### config.mk
export PLATFORM = sky130hd
export DESIGN_NAME = dma_regbank
export DESIGN_NICKNAME = d
export VERILOG_FILES = /design/src/rtl/dma_rb_pkg.sv /design/src/rtl/dma_rb_decode.sv /design/src/rtl/dma_rb_chan.sv /design/src/rtl/dma_rb_global.sv /design/src/rtl/dma_regbank.sv
export SDC_FILE = /design/constraint.sdc
export NUM_CORES = 2
export LEC_CHECK = 0
export ABC_AREA = 1
export BUFFER_PORTS_ARGS = -buffer_cell sky130_fd_sc_hd__buf_2
export CORE_MARGIN = 5
export CORE_UTILIZATION = 35
export DETAILED_ROUTE_END_ITERATION = 10
export HOLD_SLACK_MARGIN = 0.08
export PLACE_DENSITY = 0.5
export SETUP_SLACK_MARGIN = 0.3
export SLEW_MARGIN = 5
export SYNTH_ARGS = -nofsm -noshare
export SYNTH_HDL_FRONTEND = slang
export SYNTH_SLANG_ARGS = --single-unit
### constraint.sdc
create_clock -name clk -period 3.6 [get_ports clk]
set_clock_uncertainty 0.2 [all_clocks]
set_input_delay 0.72 -clock clk [delete_from_list [all_inputs] [get_ports clk]]
set_output_delay 0.72 -clock clk [all_outputs]
set_load 0.02 [all_outputs]
### src/rtl/dma_rb_pkg.sv
package dma_rb_pkg;
  localparam int LOC_W  = 7;
  localparam int STAT_W = 12;

  localparam logic [31:0] REV_VAL     = 32'h0000_0040;
  localparam logic [31:0] GCR_RST     = 32'h0001_0010;
  localparam logic [31:0] GCR_MASK    = 32'h00FF_00FF;
  localparam logic [31:0] SYSCFG_MASK = 32'h0000_3321;
  localparam logic [31:0] CTRL_MASK   = 32'h039F_F1FF;
  localparam logic [31:0] DPORT_MASK  = 32'h003F_FFFF;
  localparam logic [STAT_W-1:0] IE_MASK = 12'h9BE;
  localparam logic [31:0] FEAT0 = 32'h000C_0000;
  localparam logic [31:0] FEAT2 = 32'h0000_01FF;
  localparam logic [31:0] FEAT3 = 32'h0000_00FF;
  localparam logic [31:0] FEAT4 = 32'h0000_00FF;

  // global offsets
  localparam logic [6:0] G_REV  = 7'h00;
  localparam logic [6:0] G_IST0 = 7'h08;
  localparam logic [6:0] G_IEN0 = 7'h18;
  localparam logic [6:0] G_SYS  = 7'h28;
  localparam logic [6:0] G_CFG  = 7'h2C;
  localparam logic [6:0] G_FT0  = 7'h64;
  localparam logic [6:0] G_FT2  = 7'h6C;
  localparam logic [6:0] G_FT3  = 7'h70;
  localparam logic [6:0] G_FT4  = 7'h74;
  localparam logic [6:0] G_GCR  = 7'h78;

  // channel local offsets
  localparam logic [LOC_W-1:0] L_CTRL  = 7'h00;
  localparam logic [LOC_W-1:0] L_LINK  = 7'h04;
  localparam logic [LOC_W-1:0] L_IE    = 7'h08;
  localparam logic [LOC_W-1:0] L_STAT  = 7'h0C;
  localparam logic [LOC_W-1:0] L_DPORT = 7'h10;
  localparam logic [LOC_W-1:0] L_ELEM  = 7'h14;
  localparam logic [LOC_W-1:0] L_FRAME = 7'h18;
  localparam logic [LOC_W-1:0] L_SRC   = 7'h1C;
  localparam logic [LOC_W-1:0] L_DST   = 7'h20;
  localparam logic [LOC_W-1:0] L_SEI   = 7'h24;
  localparam logic [LOC_W-1:0] L_SFI   = 7'h28;
  localparam logic [LOC_W-1:0] L_DEI   = 7'h2C;
  localparam logic [LOC_W-1:0] L_DFI   = 7'h30;
  localparam logic [LOC_W-1:0] L_CSRC  = 7'h34;
  localparam logic [LOC_W-1:0] L_CDST  = 7'h38;
  localparam logic [LOC_W-1:0] L_CELEM = 7'h3C;
  localparam logic [LOC_W-1:0] L_CFRM  = 7'h40;
  localparam logic [LOC_W-1:0] L_COLOR = 7'h44;

  typedef struct packed {
    logic [31:0]       ctrl;
    logic              lnk_en;
    logic [4:0]        lnk_next;
    logic [STAT_W-1:0] ie;
    logic [STAT_W-1:0] stat;
    logic [21:0]       dport;
    logic [23:0]       elem;
    logic [15:0]       frame;
    logic [31:0]       src;
    logic [31:0]       dst;
    logic [15:0]       sei;
    logic [31:0]       sfi;
    logic [15:0]       dei;
    logic [31:0]       dfi;
    logic [31:0]       color;
  } chan_regs_t;
endpackage

### src/rtl/dma_rb_decode.sv
module dma_rb_decode #(
  parameter int ADDR_W    = 12,
  parameter int NUM_CH    = 4,
  parameter int CH_BASE   = 'h80,
  parameter int CH_STRIDE = 'h60,
  localparam int IDX_W    = (NUM_CH > 1) ? $clog2(NUM_CH) : 1
) (
  input  logic [ADDR_W-1:0] addr,
  output logic              glob_hit,
  output logic              ch_hit,
  output logic [IDX_W-1:0]  ch_idx,
  output logic [6:0]        loc
);
  logic        aligned;
  logic [31:0] a32;
  logic [31:0] diff;

  always_comb begin
    aligned  = (addr[1:0] == 2'b00);
    a32      = 32'(addr);
    glob_hit = aligned && (a32 < 32'(CH_BASE));
    ch_hit   = 1'b0;
    ch_idx   = '0;
    loc      = '0;
    diff     = '0;
    for (int i = 0; i < NUM_CH; i++) begin
      if (aligned && a32 >= 32'(CH_BASE + i*CH_STRIDE) &&
          a32 < 32'(CH_BASE + (i+1)*CH_STRIDE)) begin
        ch_hit = 1'b1;
        ch_idx = IDX_W'(i);
        diff   = a32 - 32'(CH_BASE + i*CH_STRIDE);
        loc    = diff[6:0];
      end
    end
  end
endmodule

### src/rtl/dma_rb_chan.sv
module dma_rb_chan
  import dma_rb_pkg::*;
(
  input  logic              clk,
  input  logic              rst_n,
  input  logic              soft_clr,
  input  logic              wr_sel,
  input  logic [LOC_W-1:0]  loc,
  input  logic [31:0]       wdata,
  input  logic [STAT_W-1:0] stat_set,
  input  logic [15:0]       cur_src,
  input  logic [15:0]       cur_dst,
  input  logic [23:0]       cur_elem,
  input  logic [15:0]       cur_frame,
  output logic [31:0]       rd_data,
  output logic              rd_hit,
  output logic              en_cmd,
  output logic              dis_cmd,
  output logic              evt,
  output logic [31:0]       ctrl_o,
  output logic [6:0]        sync_o,
  output logic [23:0]       elem_o,
  output logic [15:0]       frame_o,
  output logic [31:0]       src_o,
  output logic [31:0]       dst_o
);
  chan_regs_t        q;
  logic [STAT_W-1:0] set_eff;
  logic [STAT_W-1:0] stat_clr;

  assign set_eff  = stat_set & q.ie;
  assign evt      = |set_eff;
  assign stat_clr = (wr_sel && loc == L_STAT) ? wdata[STAT_W-1:0] : '0;

  always_ff @(posedge clk or negedge rst_n) begin
    if (!rst_n) begin
      q       <= '0;
      en_cmd  <= 1'b0;
      dis_cmd <= 1'b0;
    end else if (soft_clr) begin
      q       <= '0;
      en_cmd  <= 1'b0;
      dis_cmd <= 1'b0;
    end else begin
      en_cmd  <= 1'b0;
      dis_cmd <= 1'b0;
      q.stat  <= (q.stat & ~stat_clr) | set_eff;
      if (wr_sel) begin
        case (loc)
          L_CTRL: begin
            q.ctrl  <= wdata & CTRL_MASK;
            en_cmd  <= wdata[7];
            dis_cmd <= ~wdata[7];
          end
          L_LINK: begin
            q.lnk_en   <= wdata[15];
            q.lnk_next <= wdata[4:0];
          end
          L_IE:    q.ie    <= wdata[STAT_W-1:0] & IE_MASK;
          L_DPORT: q.dport <= wdata[21:0];
          L_ELEM:  q.elem  <= wdata[23:0];
          L_FRAME: q.frame <= wdata[15:0];
          L_SRC:   q.src   <= wdata;
          L_DST:   q.dst   <= wdata;
          L_SEI:   q.sei   <= wdata[15:0];
          L_SFI:   q.sfi   <= wdata;
          L_DEI:   q.dei   <= wdata[15:0];
          L_DFI:   q.dfi   <= wdata;
          L_COLOR: q.color <= wdata;
          default: ;
        endcase
      end
    end
  end

  always_comb begin
    rd_hit  = 1'b1;
    rd_data = '0;
    case (loc)
      L_CTRL:  rd_data = q.ctrl;
      L_LINK:  rd_data = {16'b0, q.lnk_en, 10'b0, q.lnk_next};
      L_IE:    rd_data = 32'(q.ie);
      L_STAT:  rd_data = 32'(q.stat);
      L_DPORT: rd_data = 32'(q.dport);
      L_ELEM:  rd_data = 32'(q.elem);
      L_FRAME: rd_data = 32'(q.frame);
      L_SRC:   rd_data = q.src;
      L_DST:   rd_data = q.dst;
      L_SEI:   rd_data = 32'(q.sei);
      L_SFI:   rd_data = q.sfi;
      L_DEI:   rd_data = 32'(q.dei);
      L_DFI:   rd_data = q.dfi;
      L_CSRC:  rd_data = 32'(cur_src);
      L_CDST:  rd_data = 32'(cur_dst);
      L_CELEM: rd_data = 32'(cur_elem);
      L_CFRM:  rd_data = 32'(cur_frame);
      L_COLOR: rd_data = q.color;
      default: rd_hit  = 1'b0;
    endcase
  end

  assign ctrl_o  = q.ctrl;
  assign sync_o  = {q.ctrl[20:19], q.ctrl[4:0]};
  assign elem_o  = q.elem;
  assign frame_o = q.frame;
  assign src_o   = q.src;
  assign dst_o   = q.dst;


  ctrl_cmd_chk: assert property (@(posedge clk) disable iff (!rst_n)
    (wr_sel && !soft_clr && loc == L_CTRL) |=>
      (en_cmd == $past(wdata[7])) && (dis_cmd == !$past(wdata[7])));

  cmd_excl_chk: assert property (@(posedge clk) disable iff (!rst_n)
    !(en_cmd && dis_cmd));

  stat_w1c_chk: assert property (@(posedge clk) disable iff (!rst_n)
    (wr_sel && !soft_clr && loc == L_STAT && stat_set == '0) |=>
      q.stat == ($past(q.stat) & ~$past(wdata[STAT_W-1:0])));
endmodule

### src/rtl/dma_rb_global.sv
module dma_rb_global
  import dma_rb_pkg::*;
#(
  parameter int NUM_CH  = 4,
  parameter int NUM_IRQ = 4
) (
  input  logic               clk,
  input  logic               rst_n,
  input  logic               soft_clr,
  input  logic               wr_sel,
  input  logic [6:0]         addr,
  input  logic [31:0]        wdata,
  input  logic [NUM_CH-1:0]  ch_evt,
  output logic [31:0]        rd_data,
  output logic               rd_hit,
  output logic               cfg_err,
  output logic [NUM_IRQ-1:0] irq,
  output logic [31:0]        gcr_o
);
  logic [31:0]       sys_cfg_q;
  logic [31:0]       gcr_q;
  logic [NUM_CH-1:0] ien_q  [NUM_IRQ];
  logic [NUM_CH-1:0] ist_q  [NUM_IRQ];
  logic [NUM_CH-1:0] ist_clr[NUM_IRQ];

  always_comb begin
    for (int k = 0; k < NUM_IRQ; k++)
      ist_clr[k] = (wr_sel && addr == 7'(G_IST0 + 4*k)) ? wdata[NUM_CH-1:0] : '0;
  end

  always_ff @(posedge clk or negedge rst_n) begin
    if (!rst_n) begin
      sys_cfg_q <= '0;
      gcr_q     <= GCR_RST;
      cfg_err   <= 1'b0;
      for (int k = 0; k < NUM_IRQ; k++) begin
        ien_q[k] <= '0;
        ist_q[k] <= '0;
      end
    end else if (soft_clr) begin
      sys_cfg_q <= wdata & SYSCFG_MASK;
      gcr_q     <= GCR_RST;
      cfg_err   <= 1'b0;
      for (int k = 0; k < NUM_IRQ; k++) begin
        ien_q[k] <= '0;
        ist_q[k] <= '0;
      end
    end else begin
      cfg_err <= wr_sel && addr == G_GCR && wdata[7:0] == 8'h00;
      if (wr_sel && addr == G_CFG) sys_cfg_q <= wdata & SYSCFG_MASK;
      if (wr_sel && addr == G_GCR) gcr_q     <= wdata & GCR_MASK;
      for (int k = 0; k < NUM_IRQ; k++) begin
        if (wr_sel && addr == 7'(G_IEN0 + 4*k)) ien_q[k] <= wdata[NUM_CH-1:0];
        ist_q[k] <= (ist_q[k] & ~ist_clr[k]) | (ien_q[k] & ch_evt);
      end
    end
  end

  always_comb begin
    rd_hit  = 1'b1;
    rd_data = '0;
    case (addr)
      G_REV:   rd_data = REV_VAL;
      G_SYS:   rd_data = 32'd1;
      G_CFG:   rd_data = sys_cfg_q;
      G_FT0:   rd_data = FEAT0;
      G_FT2:   rd_data = FEAT2;
      G_FT3:   rd_data = FEAT3;
      G_FT4:   rd_data = FEAT4;
      G_GCR:   rd_data = gcr_q;
      default: rd_hit  = 1'b0;
    endcase
    for (int k = 0; k < NUM_IRQ; k++) begin
      if (addr == 7'(G_IST0 + 4*k)) begin
        rd_hit  = 1'b1;
        rd_data = 32'(ist_q[k]);
      end
      if (addr == 7'(G_IEN0 + 4*k)) begin
        rd_hit  = 1'b1;
        rd_data = 32'(ien_q[k]);
      end
    end
  end

  for (genvar k = 0; k < NUM_IRQ; k++) begin : g_irq
    assign irq[k] = |ist_q[k];
  end
  assign gcr_o = gcr_q;


  gcr_store_chk: assert property (@(posedge clk) disable iff (!rst_n)
    (wr_sel && !soft_clr && addr == G_GCR) |=> gcr_q == ($past(wdata) & GCR_MASK));

  cfg_err_chk: assert property (@(posedge clk) disable iff (!rst_n)
    cfg_err |-> gcr_q[7:0] == 8'h00);
endmodule

### src/rtl/dma_regbank.sv
module dma_regbank
  import dma_rb_pkg::*;
#(
  parameter int ADDR_W    = 12,
  parameter int NUM_CH    = 4,
  parameter int CH_BASE   = 'h80,
  parameter int CH_STRIDE = 'h60,
  parameter int NUM_IRQ   = 4
) (
  input  logic                   clk,
  input  logic                   rst_n,
  input  logic                   req_valid,
  output logic                   req_ready,
  input  logic                   req_write,
  input  logic [ADDR_W-1:0]      req_addr,
  input  logic [31:0]            req_wdata,
  output logic                   rsp_valid,
  input  logic                   rsp_ready,
  output logic [31:0]            rsp_data,
  output logic                   bad_access,
  output logic                   soft_rst_pulse,
  output logic                   cfg_err,
  output logic [NUM_IRQ-1:0]     irq,
  output logic [NUM_CH-1:0]      ch_en_cmd,
  output logic [NUM_CH-1:0]      ch_dis_cmd,
  input  logic [NUM_CH*12-1:0]   eng_stat_set,
  input  logic [NUM_CH*16-1:0]   eng_cur_src,
  input  logic [NUM_CH*16-1:0]   eng_cur_dst,
  input  logic [NUM_CH*24-1:0]   eng_cur_elem,
  input  logic [NUM_CH*16-1:0]   eng_cur_frame,
  output logic [NUM_CH*32-1:0]   cfg_ctrl,
  output logic [NUM_CH*7-1:0]    cfg_sync,
  output logic [NUM_CH*24-1:0]   cfg_elem,
  output logic [NUM_CH*16-1:0]   cfg_frame,
  output logic [NUM_CH*32-1:0]   cfg_src,
  output logic [NUM_CH*32-1:0]   cfg_dst,
  output logic [31:0]            gcr_out
);
  localparam int IDX_W = (NUM_CH > 1) ? $clog2(NUM_CH) : 1;

  logic              acc, wr_acc, rd_acc, soft_req;
  logic              glob_hit, ch_hit;
  logic [IDX_W-1:0]  ch_idx;
  logic [6:0]        loc;
  logic [31:0]       g_rd;
  logic              g_rh;
  logic [31:0]       c_rd [NUM_CH];
  logic [NUM_CH-1:0] c_rh;
  logic [NUM_CH-1:0] c_evt;
  logic [31:0]       rd_mux;
  logic              rd_ok;

  assign req_ready = !rsp_valid || rsp_ready;
  assign acc       = req_valid && req_ready;
  assign wr_acc    = acc && req_write;
  assign rd_acc    = acc && !req_write;
  assign soft_req  = wr_acc && glob_hit && req_addr[6:0] == G_CFG && req_wdata[1];

  dma_rb_decode #(
    .ADDR_W(ADDR_W), .NUM_CH(NUM_CH), .CH_BASE(CH_BASE), .CH_STRIDE(CH_STRIDE)
  ) u_dec (
    .addr(req_addr), .glob_hit(glob_hit), .ch_hit(ch_hit), .ch_idx(ch_idx), .loc(loc)
  );

  dma_rb_global #(.NUM_CH(NUM_CH), .NUM_IRQ(NUM_IRQ)) u_glob (
    .clk(clk), .rst_n(rst_n), .soft_clr(soft_req),
    .wr_sel(wr_acc && glob_hit), .addr(req_addr[6:0]), .wdata(req_wdata),
    .ch_evt(c_evt), .rd_data(g_rd), .rd_hit(g_rh), .cfg_err(cfg_err),
    .irq(irq), .gcr_o(gcr_out)
  );

  for (genvar i = 0; i < NUM_CH; i++) begin : g_ch
    dma_rb_chan u_ch (
      .clk(clk), .rst_n(rst_n), .soft_clr(soft_req),
      .wr_sel(wr_acc && ch_hit && ch_idx == IDX_W'(i)),
      .loc(loc), .wdata(req_wdata),
      .stat_set(eng_stat_set[i*12 +: 12]),
      .cur_src(eng_cur_src[i*16 +: 16]), .cur_dst(eng_cur_dst[i*16 +: 16]),
      .cur_elem(eng_cur_elem[i*24 +: 24]), .cur_frame(eng_cur_frame[i*16 +: 16]),
      .rd_data(c_rd[i]), .rd_hit(c_rh[i]),
      .en_cmd(ch_en_cmd[i]), .dis_cmd(ch_dis_cmd[i]), .evt(c_evt[i]),
      .ctrl_o(cfg_ctrl[i*32 +: 32]), .sync_o(cfg_sync[i*7 +: 7]),
      .elem_o(cfg_elem[i*24 +: 24]), .frame_o(cfg_frame[i*16 +: 16]),
      .src_o(cfg_src[i*32 +: 32]), .dst_o(cfg_dst[i*32 +: 32])
    );
  end

  always_comb begin
    rd_ok  = 1'b0;
    rd_mux = '0;
    if (glob_hit) begin
      rd_ok  = g_rh;
      rd_mux = g_rd;
    end else begin
      for (int i = 0; i < NUM_CH; i++) begin
        if (ch_hit && ch_idx == IDX_W'(i)) begin
          rd_ok  = c_rh[i];
          rd_mux = c_rd[i];
        end
      end
    end
  end

  always_ff @(posedge clk or negedge rst_n) begin
    if (!rst_n) begin
      rsp_valid      <= 1'b0;
      rsp_data       <= '0;
      bad_access     <= 1'b0;
      soft_rst_pulse <= 1'b0;
    end else begin
      bad_access     <= rd_acc && !rd_ok;
      soft_rst_pulse <= soft_req;
      if (rd_acc) begin
        rsp_valid <= 1'b1;
        rsp_data  <= rd_ok ? rd_mux : 32'h0;
      end else if (rsp_ready) begin
        rsp_valid <= 1'b0;
      end
    end
  end


  rsp_hold_chk: assert property (@(posedge clk) disable iff (!rst_n)
    (rsp_valid && !rsp_ready) |=> (rsp_valid && $stable(rsp_data)));

  bad_zero_chk: assert property (@(posedge clk) disable iff (!rst_n)
    bad_access |-> (rsp_valid && rsp_data == 32'h0));

  soft_def_chk: assert property (@(posedge clk) disable iff (!rst_n)
    soft_rst_pulse |-> (gcr_out == GCR_RST && cfg_ctrl == '0));

  region_excl_chk: assert property (@(posedge clk) disable iff (!rst_n)
    !(glob_hit && ch_hit));
endmodule

==> impl_metrics.py <==
metrics = {
    "cts": {
        "cts_sinks": 1302,
        "clock_latency_ns": 0.81,
        "cts_max_path_buffers": 3,
        "root_buffer": "clkbuf_16",
        "cts_made_buffers": 153,
        "htree_levels": 4,
        "cts_tree": "built",
        "clk_pin_slew_ns": 0.06,
    },
    "worst_setup_path": {
        "crit_required_ns": 4.15,
        "reg2reg_slack_ns": 0.62,
        "max_stage_delay_ns": 0.29,
        "timing.rr.end": "g_ch[2].u_ch.dst_o[28]$_DFFE_PN0P_",
        "crit_buf_inv": 5,
        "crit_fanout": 8,
        "end_kind": "flip-flop",
        "critPathTopFamily": "simple AND/OR/NAND/NOR gates",
        "crit_type": "in2reg",
        "critPathLaunchType": "input port",
        "r2r-start": "rsp_valid$_DFFE_PN0P_",
        "r2r_cells": 17,
        "crit_top_cell": "nand2_1",
        "arrival_ns": 3.86,
        "crit_slowest_cell": "a21oi_4",
    },
    "pwr": {
        "p_leak_nw": 41.07,
        "power_density_nw_per_um2": 411.4,
        "switching_share": 0.2552,
        "p_int_w": 0.02487,
        "totalPowerFinal_w": 0.03340,
        "vdd_ir_drop_max_mv": 0.4048,
        "power_frac_comb": 0.073,
        "switchingPower_w": 0.008524,
        "clock_power_share": 0.485,
        "seq_power_share": 0.443,
    },
    "sta": {
        "grt_setup_unrepaired": "true",
        "setup_violations": 0,
        "relSlewSlack": 0.2561,
        "finalHoldViolCount": 0,
        "fmax_mhz": 301.7,
        "tightest_slew_ns": 1.116,
        "layout_setup_ws_ns": 0.2852,
        "fin_crit_sh": 0.9208,
        "fin_crit_ns": 3.315,
        "holdWs_ns": 0.1611,
        "slew_viol_final": 0,
    },
    "layout": {
        "drive_above_1_share": 0.2345,
        "fin_cells": 11720,
        "final_cell_area_um2": 81190,
        "final_cell_mix": "nand2_1, dfrtp_1, o21ai_0, buf_2, buf_4",
        "syn2layout_area_growth_pct": 24.99,
        "final_common_cell": "nand2_1",
        "num-nets-final": 9485,
    },
    "grt": {
        "grt_overflow": 0,
        "grt_max_degree": 169,
        "grt_pass1_vias": 59560,
        "track_usage": 0.3442,
        "grt_pass1_wl_um": 471100,
        "antenna_found_initial": 25,
    },
    "place": {
        "dp_slack_ns": -1.148,
        "hpwlAfterDp_um": 255600,
        "io_buffers": 961,
        "place.gp.congestion": 0.9870,
        "place_area_um2": 74250,
        "dp_cells": 11330,
    },
    "floorplanning": {
        "rows": 158,
        "io_pins": 1038,
        "initial_utilization": 0.3510,
        "dieArea_um2": 194300,
        "dieWidth_um": 440.8,
        "core_area_um2": 185000,
        "die_h_um": 440.8,
    },
    "logic_synthesis": {
        "yosys-top-cells-area": "dfrtp_1, nand2_1, o21ai_0, buf_4, nor2_1",
        "synth.distinct_cells": 48,
        "synth_top_area_frac": 0.5008,
        "synth_top_area_cell": "dfrtp_1",
        "ys_seq_elements": 1302,
        "synthArstFlopShare": 1.000,
        "ys_seq_area_frac": 0.5016,
        "yosys_warnings": 0,
        "synth_enable_flop_cells": 0,
        "ys.flop_type": "dfrtp_1",
        "postSynthAreaPerCell_um2": 7.814,
        "synth_area_um2": 64960,
        "synthesis.instances": 8313,
    },
    "route": {
        "initialDrtViolationCount": 7013,
        "wire_per_inst_um": 29.62,
        "routed-via-count": 62700,
        "ant_nets": 0,
        "viasPerCell": 5.351,
        "drc": 0,
        "dr.pass1.iters": 7,
        "drt_wl_total_um": 347100,
    },
    "min_path": {
        "whs_endpoint": "g_ch[0].u_ch.q[269]$_DFFE_PN0P_",
        "holdCritPathClass": "in2reg",
        "hold_depth": 3,
        "min_from": "req_wdata[3]",
    },
    "job": {
        "drv_cap": 0,
    },
    "status": {
        "status": "finished clean",
    },
}
[worst register-to-register path: stages, from the launching register on]
cell     delay, ns
dfrtp_1       0.37
nand2_1       0.11
nand2_1       0.08
nor2_1        0.14
buf_4         0.19
inv_1         0.10
nor2_4        0.14
inv_2         0.08
nor2_8        0.08
inv_2         0.06
nor2_4        0.15
inv_6         0.13
buf_4         0.21
nand2_2       0.14
buf_4         0.17
nand2_4       0.10
buf_12        0.19
o21ai_0       0.24
[timing repair]
action                                 CTS  global route
pin swaps                               10            24
setup buffers                            8            21
endpoints found under the hold margin  476             0
hold buffers                            44             0
setup endpoints to repair               33           239
gates resized for setup                 38           135
gates cloned                             5            10
[how the worst max path moves through the flow]
stage / startpoint / cells after the start / to
after floorplan: req_addr[6] / 25 / rsp_data[13]$_DFFE_PN0P_
after global placement: req_addr[10] / 21 / rsp_data[14]$_DFFE_PN0P_
after detailed placement: req_addr[10] / 21 / rsp_data[14]$_DFFE_PN0P_
after CTS: req_addr[6] / 25 / rsp_data[1]$_DFFE_PN0P_
after global routing: req_addr[11] / 26 / rsp_data[6]$_DFFE_PN0P_
final: req_addr[5] / 25 / rsp_data[6]$_DFFE_PN0P_
[cells in the mapped netlist, types with 130 or more instances]
master	number
nand2_1	3137
dfrtp_1	1300
o21ai_0	1119
buf_4	642
nor2_1	403
clkbuf_1	349
nand3_1	256
inv_1	202
o21ai_1	189
nand4_1	184
a21oi_1	165
buf_2	130
[kinds of logic (layout without fill, tap and decap cells)]
kind of cell / Yosys count / after routing / synth area share
AO/OA/AOI/OAI: 1535 / 1535 / 0.1210
AND/OR/NAND/NOR: 4096 / 4097 / 0.2565
adder cells (fa/ha/maj): 3 / 3 / 0.0005779
buffers and inverters: 1376 / 2218 / 0.1203
other: 1 / 83 / 0.00005773
flip-flops: 1302 / 1302 / 0.5016
[power groups by stage]
stage / Combinational [W] / Sequential, W / Clock, W
after floorplan: 0.000810 / 0.0150 / 0
after CTS: 0.00235 / 0.0148 / 0.0163
after detailed placement: 0.00228 / 0.0150 / 0
after global placement: 0.00228 / 0.0150 / 0
after global routing: 0.00254 / 0.0148 / 0.0169
final: 0.00243 / 0.0148 / 0.0162
[through the flow]
step / util / setup TNS [ns]
after detailed placement: 0.4013 / -215.85
after global routing: 0.4386 / 0
after floorplan: - / 0
final: 0.4388 / 0
after global placement: 0.4013 / -202.82
after CTS: 0.4335 / 0
[registers in the layout, indices dropped and copies added, names as in the netlist]
register           flops
g_ch.u_ch.q          704
u_glob.cfg_err         1
g_ch.u_ch.frame_o     64
g_ch.u_ch.src_o      128
g_ch.u_ch.elem_o      96
g_ch.u_ch.ctrl_o      84
u_glob.sys_cfg_q       6
u_glob.ist_q          16
rsp_data              32
u_glob.ien_q          16
rsp_valid              1
soft_rst_pulse         1
g_ch.u_ch.en_cmd       4
u_glob.gcr_o          16
g_ch.u_ch.dis_cmd      4
g_ch.u_ch.dst_o      128
bad_access             1
[routing by layer]
layer  GRT usage  up-vias  routed length, µm
met5           0        -                 24
met4      0.2184        4              25690
met3     0.05922      786              27940
met2      0.5420     3382             158600
met1      0.4396    30730             134800
li1            -    27800                  -
[final cells by class]
class                           instances  area [µm²]
Tap cell                             2480        3103
Clock inverter                         51       523.0
Clock buffer                          222        4616
Inverter                              230       913.4
Sequential cell                      1302       32580
Fill cell                           18990      103900
Timing Repair Buffer                 1715       13920
Multi-Input combinational cell       5695       25470
Antenna cell                           23       57.56
Note: power is estimated with default switching activity, not from simulation.
